===== src/rtl/dac_pkg.sv =====
package dac_pkg;

    typedef enum logic [1:0] {
        ST_HALT,
        ST_FETCH,
        ST_EXEC,
        ST_INPUT
    } dac_state_e;

    localparam logic [3:0] OP_HALT  = 4'd0;
    localparam logic [3:0] OP_ADD   = 4'd1;
    localparam logic [3:0] OP_SUB   = 4'd2;
    localparam logic [3:0] OP_STORE = 4'd3;
    localparam logic [3:0] OP_LOAD  = 4'd5;
    localparam logic [3:0] OP_JUMP  = 4'd6;
    localparam logic [3:0] OP_SKIP  = 4'd7;
    localparam logic [3:0] OP_IO    = 4'd9;

    // extension codes (value of the low digits)
    localparam int EXT_IF_NEG  = 0;
    localparam int EXT_IF_ZERO = 1;
    localparam int EXT_IF_POS  = 2;
    localparam int EXT_READ    = 1;
    localparam int EXT_WRITE   = 2;

endpackage


===== src/rtl/dac_bcd_digit.sv =====
module dac_bcd_digit (
    input  logic [3:0] a,
    input  logic [3:0] b,
    input  logic       sub,
    input  logic       cin,
    output logic [3:0] y,
    output logic       cout
);

    logic [4:0] t;

    always_comb begin
        if (!sub) begin
            t = {1'b0, a} + {1'b0, b} + {4'b0, cin};
            if (t > 5'd9) begin
                y    = 4'(t - 5'd10);
                cout = 1'b1;
            end else begin
                y    = t[3:0];
                cout = 1'b0;
            end
        end else begin
            t = {1'b0, a} - {1'b0, b} - {4'b0, cin};
            if (t[4]) begin
                y    = 4'(t + 5'd10);
                cout = 1'b1;
            end else begin
                y    = t[3:0];
                cout = 1'b0;
            end
        end
    end

endmodule


===== src/rtl/dac_bcd_addsub.sv =====
module dac_bcd_addsub #(
    parameter int NDIG = 3
) (
    input  logic [4*NDIG-1:0] a,
    input  logic [4*NDIG-1:0] b,
    input  logic              sub,
    output logic [4*NDIG-1:0] y,
    output logic              cout
);

    logic [NDIG:0] c;

    assign c[0] = 1'b0;
    assign cout = c[NDIG];

    for (genvar i = 0; i < NDIG; i++) begin : g_dig
        dac_bcd_digit u_dig (
            .a    (a[4*i +: 4]),
            .b    (b[4*i +: 4]),
            .sub  (sub),
            .cin  (c[i]),
            .y    (y[4*i +: 4]),
            .cout (c[i+1])
        );
    end

endmodule


===== src/rtl/dac_bcd_inc.sv =====
module dac_bcd_inc #(
    parameter int NDIG = 2
) (
    input  logic [4*NDIG-1:0] a,
    output logic [4*NDIG-1:0] y
);

    logic [NDIG-1:0] c;

    assign c[0] = 1'b1;

    for (genvar i = 0; i < NDIG; i++) begin : g_dig
        logic nine;
        assign nine = (a[4*i +: 4] == 4'd9);
        assign y[4*i +: 4] = (c[i] && nine) ? 4'd0 : a[4*i +: 4] + {3'b0, c[i]};
        if (i < NDIG - 1) begin : g_carry
            assign c[i+1] = c[i] && nine;
        end
    end

endmodule


===== src/rtl/dac_mem.sv =====
module dac_mem #(
    parameter int WORD_W   = 12,
    parameter int ADDR_DIG = 2
) (
    input  logic                  clk,
    input  logic                  we,
    input  logic [4*ADDR_DIG-1:0] waddr,
    input  logic [WORD_W-1:0]     wdata,
    input  logic [4*ADDR_DIG-1:0] raddr,
    output logic [WORD_W-1:0]     rdata
);

    localparam int DEPTH = 10 ** ADDR_DIG;
    localparam int IW    = $clog2(DEPTH);

    logic [WORD_W-1:0] mem [DEPTH];

    function automatic int idx_of(input logic [4*ADDR_DIG-1:0] a);
        int r;
        r = 0;
        for (int i = ADDR_DIG - 1; i >= 0; i--) begin
            r = r * 10 + int'(a[4*i +: 4]);
        end
        return r;
    endfunction

    int             widx, ridx;
    logic [IW-1:0]  wsel, rsel;

    assign widx = idx_of(waddr);
    assign ridx = idx_of(raddr);
    assign wsel = IW'(widx);
    assign rsel = IW'(ridx);

    always_ff @(posedge clk) begin
        if (we && widx < DEPTH) begin
            mem[wsel] <= wdata;
        end
    end

    assign rdata = (ridx < DEPTH) ? mem[rsel] : '0;

endmodule


===== src/rtl/dec_acc_cpu.sv =====
module dec_acc_cpu #(
    parameter int WORD_DIG = 3,
    parameter int ADDR_DIG = 2
) (
    input  logic                  clk,
    input  logic                  rst_n,
    input  logic                  start,
    input  logic                  load_we,
    input  logic [4*ADDR_DIG-1:0] load_addr,
    input  logic [4*WORD_DIG-1:0] load_data,
    input  logic                  in_valid,
    input  logic [4*WORD_DIG-1:0] in_data,
    output logic                  in_ready,
    output logic                  out_strobe,
    output logic [4*WORD_DIG-1:0] out_data,
    output logic                  halted,
    output logic [4*ADDR_DIG-1:0] pc_o,
    output logic                  flag_neg,
    output logic                  flag_zero,
    output logic                  flag_pos
);

    import dac_pkg::*;

    localparam int WORD_W = 4 * WORD_DIG;
    localparam int ADDR_W = 4 * ADDR_DIG;

    dac_state_e        state_q, state_d;
    logic [ADDR_W-1:0] pc_q, pc_inc;
    logic [WORD_W-1:0] ir_q, acc_q;
    logic [WORD_W-1:0] mem_rdata, alu_y;
    logic              alu_bw;
    logic              neg_q, zero_q, pos_q;

    logic [3:0]        opcode;
    logic [ADDR_W-1:0] field;
    logic              in_exec, do_sub, skip_take;
    logic              mem_we;
    logic [ADDR_W-1:0] mem_waddr, mem_raddr;
    logic [WORD_W-1:0] mem_wdata;

    assign opcode  = ir_q[WORD_W-1 -: 4];
    assign field   = ir_q[ADDR_W-1:0];
    assign in_exec = (state_q == ST_EXEC);
    assign do_sub  = (opcode == OP_SUB);

    // memory ports: loader owns the write port only while halted
    always_comb begin
        if (state_q == ST_HALT) begin
            mem_we    = load_we;
            mem_waddr = load_addr;
            mem_wdata = load_data;
        end else begin
            mem_we    = in_exec && (opcode == OP_STORE);
            mem_waddr = field;
            mem_wdata = acc_q;
        end
        mem_raddr = (state_q == ST_FETCH) ? pc_q : field;
    end

    dac_mem #(.WORD_W(WORD_W), .ADDR_DIG(ADDR_DIG)) u_mem (
        .clk   (clk),
        .we    (mem_we),
        .waddr (mem_waddr),
        .wdata (mem_wdata),
        .raddr (mem_raddr),
        .rdata (mem_rdata)
    );

    dac_bcd_addsub #(.NDIG(WORD_DIG)) u_alu (
        .a    (acc_q),
        .b    (mem_rdata),
        .sub  (do_sub),
        .y    (alu_y),
        .cout (alu_bw)
    );

    dac_bcd_inc #(.NDIG(ADDR_DIG)) u_pc_inc (
        .a (pc_q),
        .y (pc_inc)
    );

    always_comb begin
        if (field == ADDR_W'(EXT_IF_NEG))       skip_take = neg_q;
        else if (field == ADDR_W'(EXT_IF_ZERO)) skip_take = zero_q;
        else if (field == ADDR_W'(EXT_IF_POS))  skip_take = pos_q;
        else                                    skip_take = 1'b0;
    end

    // next state
    always_comb begin
        state_d = state_q;
        unique case (state_q)
            ST_HALT:  if (start) state_d = ST_FETCH;
            ST_FETCH: state_d = ST_EXEC;
            ST_EXEC: begin
                if (opcode == OP_HALT)
                    state_d = ST_HALT;
                else if (opcode == OP_IO && field == ADDR_W'(EXT_READ))
                    state_d = ST_INPUT;
                else
                    state_d = ST_FETCH;
            end
            ST_INPUT: if (in_valid) state_d = ST_FETCH;
        endcase
    end

    // state register
    always_ff @(posedge clk or negedge rst_n) begin
        if (!rst_n) state_q <= ST_HALT;
        else        state_q <= state_d;
    end

    // datapath registers
    always_ff @(posedge clk or negedge rst_n) begin
        if (!rst_n) begin
            pc_q   <= '0;
            ir_q   <= '0;
            acc_q  <= '0;
            neg_q  <= 1'b0;
            zero_q <= 1'b1;
            pos_q  <= 1'b1;
        end else begin
            unique case (state_q)
                ST_FETCH: begin
                    ir_q <= mem_rdata;
                    pc_q <= pc_inc;
                end
                ST_EXEC: begin
                    case (opcode)
                        OP_ADD, OP_SUB: begin
                            acc_q  <= alu_y;
                            neg_q  <= do_sub && alu_bw;
                            pos_q  <= !(do_sub && alu_bw);
                            zero_q <= (alu_y == '0);
                        end
                        OP_LOAD: acc_q <= mem_rdata;
                        OP_JUMP: pc_q  <= field;
                        OP_SKIP: if (skip_take) pc_q <= pc_inc;
                        default: ;
                    endcase
                end
                ST_INPUT: if (in_valid) acc_q <= in_data;
                ST_HALT: ;
            endcase
        end
    end

    // output port
    always_ff @(posedge clk or negedge rst_n) begin
        if (!rst_n) begin
            out_strobe <= 1'b0;
            out_data   <= '0;
        end else begin
            out_strobe <= in_exec && opcode == OP_IO && field == ADDR_W'(EXT_WRITE);
            if (in_exec && opcode == OP_IO && field == ADDR_W'(EXT_WRITE))
                out_data <= acc_q;
        end
    end

    assign halted    = (state_q == ST_HALT);
    assign in_ready  = (state_q == ST_INPUT);
    assign pc_o      = pc_q;
    assign flag_neg  = neg_q;
    assign flag_zero = zero_q;
    assign flag_pos  = pos_q;


    flags_excl_chk: assert property (@(posedge clk) disable iff (!rst_n)
        flag_neg != flag_pos);


    zero_pos_chk: assert property (@(posedge clk) disable iff (!rst_n)
        flag_zero |-> flag_pos);


    strobe_pulse_chk: assert property (@(posedge clk) disable iff (!rst_n)
        out_strobe |=> !out_strobe);


    in_hold_chk: assert property (@(posedge clk) disable iff (!rst_n)
        in_ready && !in_valid |=> in_ready);


    in_take_chk: assert property (@(posedge clk) disable iff (!rst_n)
        in_ready && in_valid |=> !in_ready && acc_q == $past(in_data));


    halt_hold_chk: assert property (@(posedge clk) disable iff (!rst_n)
        halted && !start |=> halted && $stable(pc_o));


    load_flag_chk: assert property (@(posedge clk) disable iff (!rst_n)
        in_exec && opcode == OP_LOAD |=> $stable(flag_neg) && $stable(flag_zero) && $stable(flag_pos));


    jump_dest_chk: assert property (@(posedge clk) disable iff (!rst_n)
        in_exec && opcode == OP_JUMP |=> pc_o == $past(field));

endmodule


===== config.mk =====
export PLATFORM = sky130hd
export DESIGN_NAME = dec_acc_cpu
export DESIGN_NICKNAME = d
export VERILOG_FILES = /design/src/rtl/dac_pkg.sv /design/src/rtl/dac_bcd_digit.sv /design/src/rtl/dac_bcd_addsub.sv /design/src/rtl/dac_bcd_inc.sv /design/src/rtl/dac_mem.sv /design/src/rtl/dec_acc_cpu.sv
export SDC_FILE = /design/constraint.sdc
export NUM_CORES = 1
export LEC_CHECK = 0
export BUFFER_PORTS_ARGS = -buffer_cell sky130_fd_sc_hd__buf_4
export CAP_MARGIN = 15
export CORE_MARGIN = 10
export CORE_UTILIZATION = 34
export CTS_BUF_LIST = sky130_fd_sc_hd__clkbuf_4
export DETAILED_ROUTE_END_ITERATION = 16
export PLACE_DENSITY = 0.59
export SYNTH_ARGS = -nofsm -noshare
export SYNTH_HDL_FRONTEND = slang
export SYNTH_HIERARCHICAL = 1
export SYNTH_SLANG_ARGS = --single-unit

===== constraint.sdc =====
create_clock -name clk -period 16.6 [get_ports clk]
set_input_delay 0.83 -clock clk [delete_from_list [all_inputs] [get_ports clk]]
set_output_delay 0.83 -clock clk [all_outputs]
set_load 0.02 [all_outputs]

==> impl_metrics.py <==
metrics = {
    "run_status": {
        "status": "complete, no violations",
    },
    "floorplan": {
        "die_y_microns": 410,
        "die_width_microns": 410,
        "rows": 143,
        "start_util_pct": 34.1,
        "dieArea_sq_um": 168000,
        "ios": 63,
        "core_area_sq_um": 152000,
    },
    "sta": {
        "worst_slack_ps": 4350,
        "maxSlewViolCount": 0,
        "finalSetupViolCount": 0,
        "post-route-min-period_ps": 12250,
        "finalSetupTns_ps": 0,
        "maxSlewHeadroom_pct": 17.7,
        "min_period_over_period_pct": 73.8,
        "hold_viol": 0,
        "fin_skew_ps": 107,
        "max_freq_ghz": 0.0816,
        "worst_pin_slew_ps": 1230,
        "rsz0062_at_grt": "false",
    },
    "global_routing": {
        "grt.overflow.total": 0,
        "grt_pass1_wl_mm": 194,
        "grt_pass1_vias": 28700,
        "grt_max_degree": 101,
        "antenna_found_initial": 3,
        "grt_use_total_pct": 15.4,
    },
    "synth": {
        "synth-edff-count": 1200,
        "synthTopCellsByArea": "edfxtp_1 70%, mux4_2 14%, dfrtp_1 2.3%",
        "synth_ff_type": "edfxtp_1",
        "async_flop_share_pct": 4.00,
        "postSynthAreaPerCell_sq_um": 19.3,
        "syn_area_sq_um": 51800,
        "ys_ff_latch": 1250,
        "netlist.area_leader.share_pct": 69.6,
        "yosys_warnings": 6,
        "synth_top_area_cell": "edfxtp_1",
        "syn_inst": 2688,
        "yosysSeqAreaShare_pct": 72.0,
        "ys_types": 83,
    },
    "place": {
        "post-place-ws_ps": 4510,
        "gp_congestion": 0.827,
        "port_buffers": 62,
        "post-dp-hpwl_mm": 81.5,
    },
    "worst_setup_path": {
        "required_ps": 17650,
        "worst_ep_arrival_time_ps": 13310,
        "worstSetupPathType": "reg -> reg",
        "cp-start-kind": "register",
        "r2r_start": "state_q[1]",
        "slowest_delay_ps": 780,
        "path_common_cell": "fa_1",
        "crit_slowest_cell": "a211oi_1",
        "critPathMaxFanout": 37,
        "cp-startpoint": "state_q[1]",
        "end_kind": "register",
    },
    "clock_tree": {
        "postCtsResizedCells": 0,
        "path_clk_slew_ps": 70,
        "cts_made_buffers": 337,
        "cts_buffer_depth": 4,
        "clkLatencyLatePin_ps": 1200,
        "post_cts_buffers": 0,
        "clock-sinks": 1250,
        "cts_max_level": 5,
        "cts_tree": "built",
        "root_buffer": "clkbuf_4",
        "postCtsHoldBufs": 15,
    },
    "job": {
        "maxCapViolCount": 0,
    },
    "cells_and_area": {
        "area_growth_pct": 15.0,
        "final_cell_mix": "1200 x edfxtp_1, 473 x clkbuf_4, 328 x mux4_2, 238 x nand2_1, 210 x buf_4",
        "fillers": 13900,
        "fin_nets": 3230,
        "mostFrequentLayoutCell": "edfxtp_1",
        "drive_gt1_share_pct": 34.5,
    },
    "detailed_routing": {
        "drc": 0,
        "wire_per_inst_microns": 24.6,
        "viasPerCell": 5.19,
        "wl_mm": 132,
        "drtAntennaViolNets": 0,
        "dr.pass1.iters": 7,
        "first_iter_violations": 2601,
        "via_count": 27900,
    },
    "min_path": {
        "hp-class": "in -> async",
    },
}
-- routing by layer --
layer	vias to the layer above	global-route usage [%]	part of all wire, %
li1	12000	-	-
met1	14600	20.8	42
met2	1111	24.6	48
met3	196	3.72	7.7
met4	2	4.89	2.2
met5	-	0	0.0098
-- sequential cells by signal, summed over array words and instances, names as in the netlist, 2 cells and up --
name	cells
out_data	12
pc_o	8
u_mem/mem	1200
acc_q	12
ir_q	12
state_q	2
-- stage by stage --
stage / hold slack [ps] / instances / area, sq um / utilization (%)
2_1_floorplan: 503 / 2689 / 51800 / -
3_3_place_gp: 494 / 4795 / 55300 / 36.5
3_5_place_dp: 499 / 4795 / 55300 / 36.5
4_1_cts: 148 / 5363 / 59500 / 39.2
5_1_grt: 218 / 5369 / 59600 / 39.3
6_report: 275 / 5370 / 59600 / 39.3
-- cell type report --
cell class	count	area [sq um]	area share [%]
multi-input combinational	1264	13700	23.0
antenna	2	5.00	0.00840
inverter	40	150	0.252
clock buffer	473	3550	5.96
timing repair buffer	231	1860	3.13
clock inverter	80	442	0.742
sequential	1250	37300	62.6
tap	2030	2540	4.26
-- cells by family after synthesis --
kind of cell	synth area share (%)
AO/OA/AOI/OAI	2.29
XOR/XNOR	0.490
adder cells (fa/ha/maj)	1.90
buffers and inverters	1.77
flip-flops	72.0
multiplexers	16.6
other	0.00724
AND/OR/NAND/NOR	4.93
-- worst max-delay path: cells and delay by family, from the launching register on --
| kind | cells | cell delay [ps] |
|---|---|---|
| flops | 1 | 400 |
| xor+xnor | 1 | 260 |
| mux | 1 | 250 |
| buf+inv | 4 | 1190 |
| compound gates | 12 | 3960 |
| fa+ha+maj | 9 | 4140 |
| simple gates | 12 | 1950 |
-- cell usage after synthesis, types with 9 or more instances --
| master | n |
|---|---|
| xor2_1 | 13 |
| buf_4 | 33 |
| o221ai_1 | 9 |
| o21ai_0 | 34 |
| ha_1 | 53 |
| nand2_1 | 239 |
| a32oi_1 | 15 |
| nor2_1 | 150 |
| nand2b_1 | 21 |
| clkbuf_1 | 48 |
| buf_1 | 11 |
| buf_6 | 11 |
| mux2_2 | 55 |
| edfxtp_1 | 1200 |
| a31oi_1 | 10 |
| a21oi_1 | 31 |
| dfrtp_1 | 48 |
| fa_1 | 16 |
| mux2i_1 | 46 |
| nand3_1 | 58 |
| xnor2_1 | 16 |
| nand4_1 | 22 |
| inv_1 | 39 |
| mux2_4 | 9 |
| mux4_2 | 328 |
| buf_2 | 30 |
-- worst paths after layout --
check | to | depth (start not counted) | slack [ps]
max | flag_zero | 39 | 4350
min | out_data[2] | 2 | 270
max reg2reg | flag_zero | 39 | 4350
min reg2reg | out_data[2] | 1 | 510
max in group asynchronous | pc_o[1] | 2 | 15800
min in group clk | state_q[1] | 5 | 290
Power is left out: the tool's default activity adds up to more than one toggle a clock period on the data nets, which glitch-free logic cannot reach.
